## config.mk

```make
export PLATFORM = sky130hd
export DESIGN_NAME = gpio_bank
export DESIGN_NICKNAME = d
export VERILOG_FILES = /design/src/rtl/gpio_bank.sv
export SDC_FILE = /design/constraint.sdc
export NUM_CORES = 1
export LEC_CHECK = 0
export ABC_CLOCK_PERIOD_IN_PS = 4500
export BUFFER_PORTS_ARGS = -buffer_cell sky130_fd_sc_hd__buf_4
export CORE_MARGIN = 5
export CORE_UTILIZATION = 30
export CTS_CLUSTER_DIAMETER = 120
export CTS_CLUSTER_SIZE = 25
export DETAILED_ROUTE_END_ITERATION = 10
export SETUP_SLACK_MARGIN = 0.5
export SLEW_MARGIN = 20
export SYNTH_ARGS = -nofsm -noshare
export SYNTH_HDL_FRONTEND = slang
export SYNTH_SLANG_ARGS = --single-unit
```

## constraint.sdc

```tcl
create_clock -name clk -period 4.5 [get_ports clk]
set_input_delay 0.225 -clock clk [delete_from_list [all_inputs] [get_ports clk]]
set_output_delay 0.225 -clock clk [all_outputs]
set_load 0.02 [all_outputs]
```

## src/rtl/gpio_bank.sv

```systemverilog
module gpio_bank #(
  parameter int N_PINS      = 4,
  parameter int TICK_DIV    = 5000,
  parameter int BLINK_TICKS = 16667,
  localparam int DW = 2 * N_PINS,
  localparam int TW = $clog2(TICK_DIV + 1),
  localparam int BW = $clog2(BLINK_TICKS + 1)
) (
  input  logic              clk,
  input  logic              rst_n,
  input  logic              wr_en,
  input  logic [1:0]        wr_addr,
  input  logic [DW-1:0]     wr_data,
  input  logic [N_PINS-1:0] pad_in,
  output logic [N_PINS-1:0] pad_oe,
  output logic [N_PINS-1:0] in_level,
  output logic [N_PINS-1:0] fault_flags,
  output logic              fault_irq
);

  logic [DW-1:0]     mode_q;
  logic [N_PINS-1:0] level_q, mask_q, flag_q;
  logic [N_PINS-1:0] sync1, sync2, prev;
  logic [N_PINS-1:0] is_in, change;
  logic [TW-1:0]     tick_cnt;
  logic [BW-1:0]     blink_cnt;
  logic              phase;

  wire tick       = tick_cnt == TW'(TICK_DIV - 1);
  wire blink_wrap = tick && (blink_cnt == BW'(BLINK_TICKS - 1));
  wire wr_mode    = wr_en && wr_addr == 2'd0;
  wire wr_level   = wr_en && wr_addr == 2'd1;
  wire wr_mask    = wr_en && wr_addr == 2'd2;
  wire wr_clr     = wr_en && wr_addr == 2'd3;

  always_ff @(posedge clk) begin
    if (!rst_n) begin
      tick_cnt  <= '0;
      blink_cnt <= '0;
      phase     <= 1'b0;
    end else begin
      tick_cnt <= tick ? '0 : tick_cnt + 1'b1;
      if (tick) blink_cnt <= blink_wrap ? '0 : blink_cnt + 1'b1;
      if (blink_wrap) phase <= ~phase;
    end
  end

  always_ff @(posedge clk) begin
    if (!rst_n) begin
      mode_q  <= '0;
      level_q <= '1;
      mask_q  <= '0;
    end else begin
      if (wr_mode)  mode_q  <= wr_data;
      if (wr_level) level_q <= wr_data[N_PINS-1:0];
      if (wr_mask)  mask_q  <= wr_data[N_PINS-1:0];
    end
  end

  always_ff @(posedge clk) begin
    if (!rst_n) begin
      sync1  <= '1;
      sync2  <= '1;
      prev   <= '1;
      flag_q <= '0;
    end else begin
      sync1  <= pad_in;
      sync2  <= sync1;
      prev   <= sync2;
      flag_q <= (flag_q & ~(wr_clr ? wr_data[N_PINS-1:0] : '0)) | change;
    end
  end

  for (genvar i = 0; i < N_PINS; i++) begin : g_pin
    assign is_in[i]  = mode_q[2*i+1:2*i] == 2'b00;
    assign pad_oe[i] = mode_q[2*i+1] ? phase : (mode_q[2*i] & ~level_q[i]);
    assign change[i] = is_in[i] & (sync2[i] ^ prev[i]);

    AST_INPUT_RELEASED: assert property (@(posedge clk) disable iff (!rst_n)
      is_in[i] |-> !pad_oe[i]);
    AST_FLAG_STICKY: assert property (@(posedge clk) disable iff (!rst_n)
      flag_q[i] && !(wr_clr && wr_data[i]) |=> flag_q[i]);
    AST_FLAG_FROM_INPUT: assert property (@(posedge clk) disable iff (!rst_n)
      $rose(flag_q[i]) |-> $past(is_in[i]));
  end

  assign in_level    = sync2;
  assign fault_flags = flag_q;
  assign fault_irq   = |(flag_q & mask_q);

  AST_PHASE_HOLD: assert property (@(posedge clk) disable iff (!rst_n)
    !blink_wrap |=> $stable(phase));
  AST_IRQ_NEEDS_FLAG: assert property (@(posedge clk) disable iff (!rst_n)
    (flag_q == '0) |-> !fault_irq);

endmodule

```

==> results_dict.tcl, run 1 <==
set metrics [dict create \
    instance_count_along_the_most_critical_hold_path 2 \
    final_nets 330 \
    i_o_pin_count 30 \
    power_frac_comb_pct 5.7 \
    yosys.area_share.simple_pct 29.4 \
    fillerInstances 903 \
    clk-insertion-delay-late_ns 0.34 \
    hold_viol 0 \
    drt-wirelength-per-cell_um 13.0 \
    drt_first_iter_violations 69 \
    seqPwrFrac_pct 48.1 \
    power.static_leakage_nw 1.20 \
    final_util_pct 36.6 \
    remaining_drc_errors 0 \
    synth_xor_area_share_pct 5.35 \
    areaGrowthSynthToFinish_pct 20.1 \
    crit_path_cell_trace "ha_1 > and4_1 > nand3_2 > o21ai_1 > a21oi_1" \
    synth-adder-area-share_pct 1.43 \
    chipHeight_um 103 \
    critical-path-max-stage-delay_ns 0.81 \
    grt_setup_unrepaired "no" \
    timing.final.max_slew_violations 0 \
    sw_frac_of_total_pct 23.3 \
    antenna_violations_before_repair 0 \
    setup_total_negative_slack_ns 0 \
    p_switching_uw 274 \
    clk_buf_depth 2 \
    final_area_um2 3140 \
    synth.mux.area_fraction_pct 6.12 \
    vias 2049 \
    ys_seq_elements 61 \
    period_needed_ns 2.24 \
    synth_nets 302 \
    floorplan.rows 34 \
    grt_util_all_layers_pct 11.3 \
    worst_hold_path_type "in2reg" \
    internal_power_uw 901 \
    setup.worst_path.start_class "register" \
    dominant_delay_contributor_by_cell_family_on_the_critical_path "compound AO/OA/AOI/OAI gates" \
    cts_hold_buf 0 \
    clkSlewWorstSetupHoldPaths_ns 0.07 \
    synth.distinct_cells 38 \
    via_per_inst 4.84 \
    synthesis.instances 282 \
    status "finished, final reports clean" \
    worst_ir_drop_vdd_mv 0.190 \
    reg2reg_depth 5 \
    post_cts_buffers 0 \
    synth_compound_gate_area_share_pct 8.41 \
    hold-path-endpoint "sync1[0]$_SDFF_PN1_" \
    tritoncts_num_sinks 61 \
    critPathCaptureType "register" \
    timing.critical_path.slowest_stage_cell "sky130_fd_sc_hd__o21ai_1" \
    die-width_um 103 \
    synth.cell_area_um2 2620 \
    grt_overflow 0 \
    critPathMaxFanout 23 \
    worst-path-buf-inv 0 \
    powerDensity_nw_per_um2 374 \
    drt-pass1-iter-count 4 \
    clkPwrFrac_pct 46.2 \
    vias_in_the_first_global_route 1916 \
    min_period_over_period_pct 49.8 \
    diodes 0 \
    slew_headroom_pct 41.6 \
    dieArea_um2 10700 \
    p_total_mw 1.17 \
    route.final.wire_length_um 5480 \
    dpl-instance-area_um2 2920 \
    drive_gt1_share_pct 17.1 \
    timing.final.setup_violations 0 \
    coreArea_um2 8590 \
    synth_sequential_area_ratio_pct 46.7 \
    post_synth.cell_area_avg_um2 9.28 \
    io_buffers 29 \
    grt_pass1_wl_um 9290 \
    starting_density_of_the_core_pct 30.5 \
    crit_arrival_ns 2.42 \
    worst_slew_pin_slew_ns 0.871 \
    number_of_nets_still_failing_antenna_checks_after_routing 0 \
    setup.worst_path.class "reg2reg" \
    hp-start "pad_in[0]" \
    largest_family_of_logic_cells_by_synthesized_area "simple AND/OR/NAND/NOR gates" \
    routabilityCongestion 0.755 \
    worst_r2r_startpoint "tick_cnt[0]$_SDFF_PP0_" \
    r2r_setup_slack_ns 2.26 \
    dp.final_hpwl_um 3840 \
    h-tree-depth 3 \
    grt_max_degree 24 \
    max_clock_freq_mhz 446 \
    post_cts_resize_count 0 \
    drv_cap 0 \
    fin_skew_ns 0.00978 \
    ctsRootBufferMaster "sky130_fd_sc_hd__clkbuf_8" \
    cts_buffers 9 \
    clock_tree_from_tritoncts "done" \
    required_time_reported_for_the_critical_path_endpoint_ns 4.68 \
    timing.rr.end "blink_cnt[12]$_SDFFE_PN0N_" \
    synthesis.yosys.warnings 0 \
]
==> cell type report <==
type / instances / area [um2] / share of cell area, %
Multi-Input combinational cell: 205 / 1330 / 42.3
Sequential cell: 61 / 1220 / 38.8
Timing Repair Buffer: 30 / 225 / 7.16
Tap cell: 108 / 135 / 4.30
Clock buffer: 9 / 124 / 3.94
Clock inverter: 7 / 98.8 / 3.14
Inverter: 3 / 11.3 / 0.358
==> power groups by stage <==
stage	Combinational [mW]	Clock (mW)	Sequential (mW)
after floorplan	0.0342	0	0.580
after global placement	0.0666	0	0.577
after detailed placement	0.0671	0	0.578
after CTS	0.0674	0.556	0.565
after global routing	0.0738	0.581	0.567
final	0.0665	0.543	0.565
==> placed cells by master, fill, tap and decap left out, types with 2 or more instances in the layout <==
cell type	n
sky130_fd_sc_hd__a21oi_1	19
sky130_fd_sc_hd__a22oi_1	2
sky130_fd_sc_hd__and2_1	3
sky130_fd_sc_hd__and3_1	7
sky130_fd_sc_hd__and4_1	5
sky130_fd_sc_hd__buf_4	30
sky130_fd_sc_hd__bufinv_16	2
sky130_fd_sc_hd__clkbuf_8	9
sky130_fd_sc_hd__clkinv_4	2
sky130_fd_sc_hd__dfxtp_1	61
sky130_fd_sc_hd__ha_1	3
sky130_fd_sc_hd__inv_1	3
sky130_fd_sc_hd__mux2i_1	16
sky130_fd_sc_hd__nand2_1	22
sky130_fd_sc_hd__nand2b_1	15
sky130_fd_sc_hd__nand3_1	10
sky130_fd_sc_hd__nand3b_1	4
sky130_fd_sc_hd__nand4_1	7
sky130_fd_sc_hd__nor2_1	30
sky130_fd_sc_hd__nor3_1	4
sky130_fd_sc_hd__nor4b_2	2
sky130_fd_sc_hd__nor4b_4	2
sky130_fd_sc_hd__o21ai_0	10
sky130_fd_sc_hd__o31ai_1	5
sky130_fd_sc_hd__or3_1	7
sky130_fd_sc_hd__or4_1	5
sky130_fd_sc_hd__xnor2_1	6
sky130_fd_sc_hd__xor2_1	10
==> per-layer routing <==
layer / global-route usage (%) / share of wire [%] / vias to the layer above
met5: 0 / 0 / -
met4: 6.87 / 1.4 / 0
met3: 2.21 / 3.3 / 4
met2: 16.7 / 48 / 27
met1: 15.1 / 47 / 961
li1: - / - / 1057
==> stage by stage <==
stage	setup slack, ns	hold WS, ns	instances
after floorplan	2.89	0.326	282
after global placement	2.33	0.390	407
after detailed placement	2.24	0.392	407
after CTS	2.23	0.0496	423
after global routing	1.99	0.0507	423
final	2.26	0.0681	423
==> sequential cells by signal, indices dropped and copies added (netlist names) <==
| name | count |
|---|---|
| sync1 | 4 |
| mask_q | 4 |
| prev | 4 |
| in_level | 4 |
| blink_cnt | 15 |
| mode_q | 8 |
| phase | 1 |
| level_q | 4 |
| fault_flags | 4 |
| tick_cnt | 13 |
==> Yosys cell counts (all sizes together) <==
cell type,n,area (um2)
a21oi,19,95.1
a22o,1,8.76
a22oi,2,15.0
a2bb2oi,1,8.76
and2,3,18.8
and3,7,43.8
and4,6,53.8
buf,7,33.8
clkbuf,6,22.5
dfxtp,61,1220
ha,3,37.5
inv,3,11.3
mux2i,16,160
nand2,22,82.6
nand2b,15,93.8
nand3,11,60.1
nand3b,4,30.0
nand4,8,56.3
nor2,30,113
nor3,4,20.0
nor3b,1,7.51
nor4,1,6.26
nor4b,5,86.3
nor4bb,1,10.0
o21ai,11,55.1
o31ai,5,37.5
or3,8,51.3
or4,5,37.5
xnor2,6,52.6
xor2,10,87.6
==> cell families after synthesis <==
logic type	after synthesis
buffers and inverters	16
muxes	16
xor gates and xnor gates	16
AOI/OAI and AO/OA	39
adders and majority gates	3
DFF	61
and+or+nand+nor	131
==> worst max-delay path by stage <==
stage / start / end / slack (ns) / cells after the start
finish: tick_cnt[0]$_SDFF_PP0_ / blink_cnt[12]$_SDFFE_PN0N_ / 2.26 / 5
global route: tick_cnt[0]$_SDFF_PP0_ / blink_cnt[3]$_SDFFE_PN0N_ / 1.99 / 5
CTS: tick_cnt[0]$_SDFF_PP0_ / blink_cnt[2]$_SDFFE_PN0N_ / 2.23 / 5
detailed placement: tick_cnt[0]$_SDFF_PP0_ / blink_cnt[12]$_SDFFE_PN0N_ / 2.24 / 5
global placement: tick_cnt[0]$_SDFF_PP0_ / blink_cnt[2]$_SDFFE_PN0N_ / 2.33 / 5
floorplan: tick_cnt[0]$_SDFF_PP0_ / blink_cnt[13]$_SDFFE_PN0N_ / 2.89 / 7
Note: power is estimated with default switching activity, not from simulation.
==> run 2: changes to the inputs <==
--- a/config.mk
+++ b/config.mk
@@ -5,7 +5,8 @@
 export SDC_FILE = /design/constraint.sdc
 export NUM_CORES = 1
 export LEC_CHECK = 0
-export ABC_CLOCK_PERIOD_IN_PS = 4500
+export ABC_AREA = 1
+export ABC_CLOCK_PERIOD_IN_PS = 1900
 export BUFFER_PORTS_ARGS = -buffer_cell sky130_fd_sc_hd__buf_4
 export CORE_MARGIN = 5
 export CORE_UTILIZATION = 30
==> constraint.sdc (replaced) <==
create_clock -name clk -period 1.9 [get_ports clk]
set_input_delay 0.095 -clock clk [delete_from_list [all_inputs] [get_ports clk]]
set_output_delay 0.095 -clock clk [all_outputs]
set_load 0.02 [all_outputs]
==> results_dict.tcl, run 2 <==
set metrics [dict create \
    synth_sequential_area_ratio_pct 42.8 \
    grt_overflow 0 \
    setup.worst_path.class "reg2reg" \
    routabilityCongestion 0.870 \
    worst-path-buf-inv 0 \
    biggestRegsByFlops "blink_cnt x15, tick_cnt x13, mode_q x8" \
    remaining_drc_errors 0 \
    cell_with_the_most_instances_after_synthesis "sky130_fd_sc_hd__nand2_1" \
    final_area_um2 3810 \
    ctsRootBufferMaster "sky130_fd_sc_hd__clkbuf_8" \
    number_of_nets_still_failing_antenna_checks_after_routing 0 \
    grt_util_all_layers_pct 12.5 \
    starting_density_of_the_core_pct 30.8 \
    via_per_inst 4.54 \
    i_o_pin_count 30 \
    period_needed_ns 1.38 \
    worst_hold_slack_ns 0.0401 \
    internal_power_mw 2.05 \
    crit_arrival_ns 1.63 \
    grt_max_degree 25 \
    worst_slew_pin_slew_ns 0.668 \
    timing.final.setup_violations 0 \
    setup.worst_path.start "tick_cnt[0]$_SDFF_PP0_" \
    status "finished, final reports clean" \
    coreArea_um2 9280 \
    critPathCaptureType "register" \
    synthDominantCellAreaShare_pct 42.8 \
    final_nets 494 \
    final_cell_mix "77 x sky130_fd_sc_hd__nand2_1, 62 x sky130_fd_sc_hd__nor2_1, 53 x sky130_fd_sc_hd__dfxtp_1, 40 x sky130_fd_sc_hd__buf_4, 39 x sky130_fd_sc_hd__inv_1" \
    critPathMaxFanout 8 \
    instance_count_along_the_most_critical_hold_path 3 \
    clk_buf_depth 2 \
    number_of_enable_flip_flop_cells_after_synthesis 0 \
    drv_cap 0 \
    post-synth-top-area-cell "sky130_fd_sc_hd__dfxtp_1" \
    drt-wirelength-per-cell_um 11.6 \
    fillerInstances 965 \
    h-tree-depth 3 \
    largest_register_ffs 15 \
    timing.critical_path.slowest_stage_cell "sky130_fd_sc_hd__dfxtp_4" \
    drt_first_iter_violations 117 \
    dpl-instance-area_um2 3210 \
    synth_nets 440 \
    route.final.wire_length_um 7070 \
    hold_viol 0 \
    top_usage_layer "met2" \
    dominant_delay_contributor_by_cell_family_on_the_critical_path "simple AND/OR/NAND/NOR gates" \
    clk-insertion-delay-late_ns 0.35 \
    diodes 0 \
    synthesis.yosys.warnings 0 \
    post_synth.cell_area_avg_um2 6.80 \
    drt-pass1-iter-count 4 \
    clock_tree_from_tritoncts "done" \
    fin_skew_ns 0.00750 \
    dp.final_hpwl_um 4830 \
    synth_ff_type "sky130_fd_sc_hd__dfxtp_1" \
    max_clock_freq_mhz 723 \
    min_period_over_period_pct 72.8 \
    gr-usage-met2_pct 20.8 \
    cp_common_cell "sky130_fd_sc_hd__nand2_1" \
    p_switching_uw 657 \
    grt_use_met1_pct 15.1 \
    power.static_leakage_nw 1.42 \
    synth.top_cells.by_count "87 x sky130_fd_sc_hd__nand2_1, 72 x sky130_fd_sc_hd__nor2_1, 61 x sky130_fd_sc_hd__dfxtp_1" \
    critical-path-max-stage-delay_ns 0.37 \
    layout.cells.non_filler 608 \
    clkPwrFrac_pct 43.0 \
    areaGrowthSynthToFinish_pct 33.2 \
    io_buffers 29 \
    placed_cells 572 \
    floorplan.rows 35 \
    setup_total_negative_slack_ns 0 \
    worst_hold_path_type "in2reg" \
    reg2reg_depth 8 \
    crit_path_cell_trace "ha_4 > nand2_4 > nor2_4 > nand3_4 > nor2_1 > nor2_2 > nand2_1 > nand2_1" \
    dieArea_um2 11600 \
    grt_setup_unrepaired "yes" \
    sw_frac_of_total_pct 24.3 \
    powerDensity_nw_per_um2 710 \
    grt_pass1_wl_um 11600 \
    chipHeight_um 108 \
    seqPwrFrac_pct 49.7 \
    timing.final.max_slew_violations 0 \
    antenna_violations_before_repair 0 \
    timing.rr.end "blink_cnt[1]$_SDFFE_PN0N_" \
    share_of_synthesized_registers_carrying_an_async_set_or_reset_pct 0 \
    worst_r2r_startpoint "tick_cnt[0]$_SDFF_PP0_" \
    ys_seq_elements 61 \
    r2r_setup_slack_ns 0.52 \
    drive_gt1_share_pct 28.6 \
    slew_headroom_pct 55.4 \
    die-width_um 108 \
    power_frac_comb_pct 7.3 \
    tritoncts_num_sinks 61 \
    synth.distinct_cells 23 \
    clkSlewWorstSetupHoldPaths_ns 0.07 \
    setup.worst_path.start_class "register" \
    final_common_cell "sky130_fd_sc_hd__nand2_1" \
    cts_buffers 9 \
    vias 2762 \
    synth.cell_area_um2 2860 \
    grtUsageMet3_pct 3.12 \
    synthesis.instances 420 \
    synthTopCellsByArea "sky130_fd_sc_hd__dfxtp_1 43%, sky130_fd_sc_hd__nand2_1 11%, sky130_fd_sc_hd__nor2_1 9.5%, sky130_fd_sc_hd__inv_1 6.0%, sky130_fd_sc_hd__a21oi_1 6.0%" \
    vias_in_the_first_global_route 2516 \
    required_time_reported_for_the_critical_path_endpoint_ns 2.15 \
    critical_path_capture_point "blink_cnt[1]$_SDFFE_PN0N_" \
    critical_path_depth 8 \
    largest_register "blink_cnt" \
    worst_ir_drop_vdd_mv 0.384 \
]
==> run 2: cells by family (layout without fill, tap and decap cells) <==
| logic type | Yosys count | count (layout) | synth area share (%) |
|---|---|---|---|
| xor+xnor | 3 | 3 | 0.920 |
| simple gates | 226 | 226 | 34.7 |
| buf+inv | 59 | 118 | 8.06 |
| compound gates | 68 | 68 | 12.3 |
| fa+ha+maj | 3 | 3 | 1.31 |
| flops | 61 | 61 | 42.8 |
==> run 2: what timing repair did <==
| action | 4_1_cts | 5_1_grt |
|---|---|---|
| setup endpoints to repair | 24 | 29 |
| buffers inserted | 6 | 6 |
| gates cloned | 0 | 0 |
| pin swaps | 5 | 24 |
| hold buffers | 8 | 0 |
| gates resized for setup | 19 | 58 |
| endpoints found under the hold margin | 8 | 0 |
==> run 2: per-layer routing <==
layer	vias up	routed length [um]
met4	0	113
met2	52	3530
met3	10	232
met5	-	0
li1	1450	-
met1	1250	3190
==> run 2: per-stage QoR <==
step | utilization, % | total power, mW | setup slack [ns]
after floorplan | - | 1.46 | 0.617
after detailed placement | 34.6 | 1.54 | 0.352
after global placement | 34.6 | 1.54 | 0.385
after CTS | 38.9 | 2.73 | 0.453
final | 41.0 | 2.70 | 0.516
after global routing | 41.0 | 2.82 | 0.406
==> run 2: how the worst min path moves through the flow <==
| stage | startpoint | to |
|---|---|---|
| 2_1_floorplan | pad_in[0] | sync1[0]$_SDFF_PN1_ |
| 3_3_place_gp | pad_in[1] | sync1[1]$_SDFF_PN1_ |
| 3_5_place_dp | pad_in[1] | sync1[1]$_SDFF_PN1_ |
| 4_1_cts | wr_data[0] | mode_q[0]$_SDFFE_PN0P_ |
| 5_1_grt | wr_data[2] | mode_q[2]$_SDFFE_PN0P_ |
| 6_report | wr_data[3] | mode_q[3]$_SDFFE_PN0P_ |
==> run 2: power groups by stage <==
stage	combinational, mW	sequential (mW)	clock [mW]
after CTS	0.190	1.35	1.20
after detailed placement	0.168	1.37	0
after global placement	0.165	1.37	0
after floorplan	0.0882	1.38	0
final	0.197	1.34	1.16
after global routing	0.222	1.35	1.25
==> run 2: worst register-to-register path, delay by kind of cell, from the launching register on <==
family	cells	cell delay (ns)
AND/OR/NAND/NOR	7	0.74
flip-flops	1	0.37
adder cells (fa/ha/maj)	1	0.18
==> run 2: cell type report <==
cell class,instances,area [um2],area share (%)
clock buffer,10,138,3.62
clock inverter,6,62.6,1.64
inverter,51,199,5.23
multi-input combinational,300,1600,41.9
sequential,61,1240,32.5
tap,129,161,4.24
timing repair buffer,51,414,10.9
==> run 3: changes to the inputs <==
--- a/config.mk
+++ b/config.mk
@@ -6,7 +6,7 @@
 export NUM_CORES = 1
 export LEC_CHECK = 0
 export ABC_AREA = 1
-export ABC_CLOCK_PERIOD_IN_PS = 1900
+export ABC_CLOCK_PERIOD_IN_PS = 1200
 export BUFFER_PORTS_ARGS = -buffer_cell sky130_fd_sc_hd__buf_4
 export CORE_MARGIN = 5
 export CORE_UTILIZATION = 30
==> constraint.sdc (replaced) <==
create_clock -name clk -period 1.2 [get_ports clk]
set_input_delay 0.06 -clock clk [delete_from_list [all_inputs] [get_ports clk]]
set_output_delay 0.06 -clock clk [all_outputs]
set_load 0.02 [all_outputs]
==> results_dict.tcl, run 3 (synthesis gave the netlist of run 2 again) <==
set metrics [dict create \
    dieArea_um2 11600 \
    coreArea_um2 9280 \
    worst_slew_pin_slew_ns 0.486 \
    vias 2961 \
    largest_register_ffs 15 \
    grt_setup_unrepaired "yes" \
    p_total_mw 4.17 \
    grt_pass1_wl_um 12600 \
    grt_util_all_layers_pct 13.5 \
    i_o_pin_count 30 \
    clk-insertion-delay-late_ns 0.34 \
    chipHeight_um 108 \
    drt-pass1-iter-count 4 \
    drt-wirelength-per-cell_um 12.1 \
    floorplan.rows 35 \
    final_nets 527 \
    final_cell_mix "64 x sky130_fd_sc_hd__nand2_1, 56 x sky130_fd_sc_hd__buf_4, 47 x sky130_fd_sc_hd__nor2_1, 41 x sky130_fd_sc_hd__inv_1, 34 x sky130_fd_sc_hd__dfxtp_1" \
    critPathMaxFanout 4 \
    max_clock_freq_mhz 743 \
    route.final.wire_length_um 7740 \
    worst_hold_path_type "in2reg" \
    cts_hold_buf 6 \
    diodes 0 \
    final_common_cell "sky130_fd_sc_hd__nand2_1" \
    vias_in_the_first_global_route 2905 \
    drv_cap 0 \
    h-tree-depth 3 \
    antenna_violations_before_repair 0 \
    critPathCaptureType "register" \
    drt_first_iter_violations 92 \
    setup_slack_after_layout_ns -0.145 \
    largest_register "blink_cnt" \
    required_time_reported_for_the_critical_path_endpoint_ns 1.43 \
    hp-start "pad_in[2]" \
    status "complete, but fails checks" \
    starting_density_of_the_core_pct 30.8 \
    violations "hold timing, setup timing" \
    cts_buffers 9 \
    ctsRootBufferMaster "sky130_fd_sc_hd__clkbuf_8" \
    min_period_over_period_pct 112 \
    timing.final.setup_violations 29 \
    setup.worst_path.start "blink_cnt[1]$_SDFFE_PN0N_" \
    timing.final.max_slew_violations 0 \
    clk_buf_depth 2 \
    biggestRegsByFlops "blink_cnt x15, tick_cnt x13, mode_q x8" \
    clock_tree_from_tritoncts "done" \
    grt_overflow 0 \
    fin_skew_ns 0.0103 \
    via_per_inst 4.62 \
    setup.worst_path.start_class "register" \
    powerDensity_nw_per_um2 928 \
    dp.final_hpwl_um 5290 \
    clkSlewWorstSetupHoldPaths_ns 0.08 \
    worst_ir_drop_vdd_mv 0.565 \
    crit_arrival_ns 1.58 \
    areaGrowthSynthToFinish_pct 57.2 \
    worst_r2r_startpoint "blink_cnt[1]$_SDFFE_PN0N_" \
    remaining_drc_errors 0 \
    routabilityCongestion 0.892 \
    number_of_nets_still_failing_antenna_checks_after_routing 0 \
    die-width_um 108 \
    drive_gt1_share_pct 47.9 \
    final_util_pct 48.4 \
    io_buffers 29 \
    slew_headroom_pct 67.5 \
    period_needed_ns 1.35 \
    tritoncts_num_sinks 61 \
    hold_viol 4 \
    grt_max_degree 21 \
    power.static_leakage_nw 1.67 \
    worst_hold_slack_ns -0.103 \
    setup.worst_path.class "reg2reg" \
    setup_total_negative_slack_ns -2.61 \
]
-- run 3: changes by cell type in the layout (fill, tap and decap cells not counted), moves of 10 or more --
cell | before | now
sky130_fd_sc_hd__a21oi_2 | 3 | 19
sky130_fd_sc_hd__buf_4 | 40 | 56
sky130_fd_sc_hd__dfxtp_1 | 53 | 34
sky130_fd_sc_hd__buf_6 | 3 | 20
sky130_fd_sc_hd__nor2_1 | 62 | 47
sky130_fd_sc_hd__dfxtp_2 | 6 | 17
sky130_fd_sc_hd__a21oi_1 | 31 | 15
sky130_fd_sc_hd__or2_4 | 0 | 10
sky130_fd_sc_hd__nand2_2 | 7 | 17
sky130_fd_sc_hd__nand2_1 | 77 | 64
sky130_fd_sc_hd__or2_2 | 16 | 6
-- run 3: worst paths after layout --
path                                                  end  slack (ns)  depth (start not counted)
worst max-delay path            blink_cnt[0]$_SDFFE_PN0N_       -0.15                          9
worst max register to register  blink_cnt[0]$_SDFFE_PN0N_       -0.15                          9
worst min-delay path                  sync1[2]$_SDFF_PN1_       -0.10                          2
worst min register to register     in_level[1]$_SDFF_PN1_        0.40                          1
-- run 3: metal layers --
metal / part of all wire (%) / track usage (%) / vias to the layer above
met4: 2.6 / 8.57 / 0
met3: 3.2 / 2.40 / 14
met5: 0 / 0 / -
met1: 43 / 16.2 / 1373
met2: 51 / 22.3 / 57
li1: - / - / 1517
-- run 3: metrics by stage --
| step | instance area (um2) | setup slack, ns | std cells |
|---|---|---|---|
| after floorplan | 3020 | -0.0126 | 420 |
| after global placement | 3620 | -0.146 | 604 |
| after detailed placement | 3620 | -0.154 | 604 |
| after CTS | 4100 | -0.128 | 635 |
| after global routing | 4490 | -0.293 | 641 |
| final | 4490 | -0.145 | 641 |
-- run 3: critical path: stages, from the launching register on --
cell	delay, ns
sky130_fd_sc_hd__dfxtp_4	0.39
sky130_fd_sc_hd__ha_4	0.15
sky130_fd_sc_hd__inv_2	0.03
sky130_fd_sc_hd__nor2_1	0.09
sky130_fd_sc_hd__nand2_1	0.07
sky130_fd_sc_hd__nor2_1	0.11
sky130_fd_sc_hd__nand2_1	0.12
sky130_fd_sc_hd__buf_4	0.15
sky130_fd_sc_hd__nand4_1	0.07
sky130_fd_sc_hd__o21ai_1	0.06
-- run 3: repair_timing --
action                                 in CTS  in global routing
buffers inserted                            9                  6
endpoints found under the hold margin      10                  4
gates resized for setup                    55                 97
pin swaps                                  22                 24
setup endpoints to repair                  46                 56
-- run 3: cell type report --
class	count	area, um2
repair buffers	84	746
multi-input cells	300	1920
clock inverters	7	52.6
flip-flops and latches	61	1280
clock buffers	9	124
well taps	129	161
fillers	928	4790
inverters	51	204
-- run 3: power breakdown --
part	switching [mW]	total [mW]	internal, mW
registers	0.0535	2.13	2.08
logic	0.207	0.424	0.217
clock network	0.855	1.61	0.753
total	1.12	4.17	3.05
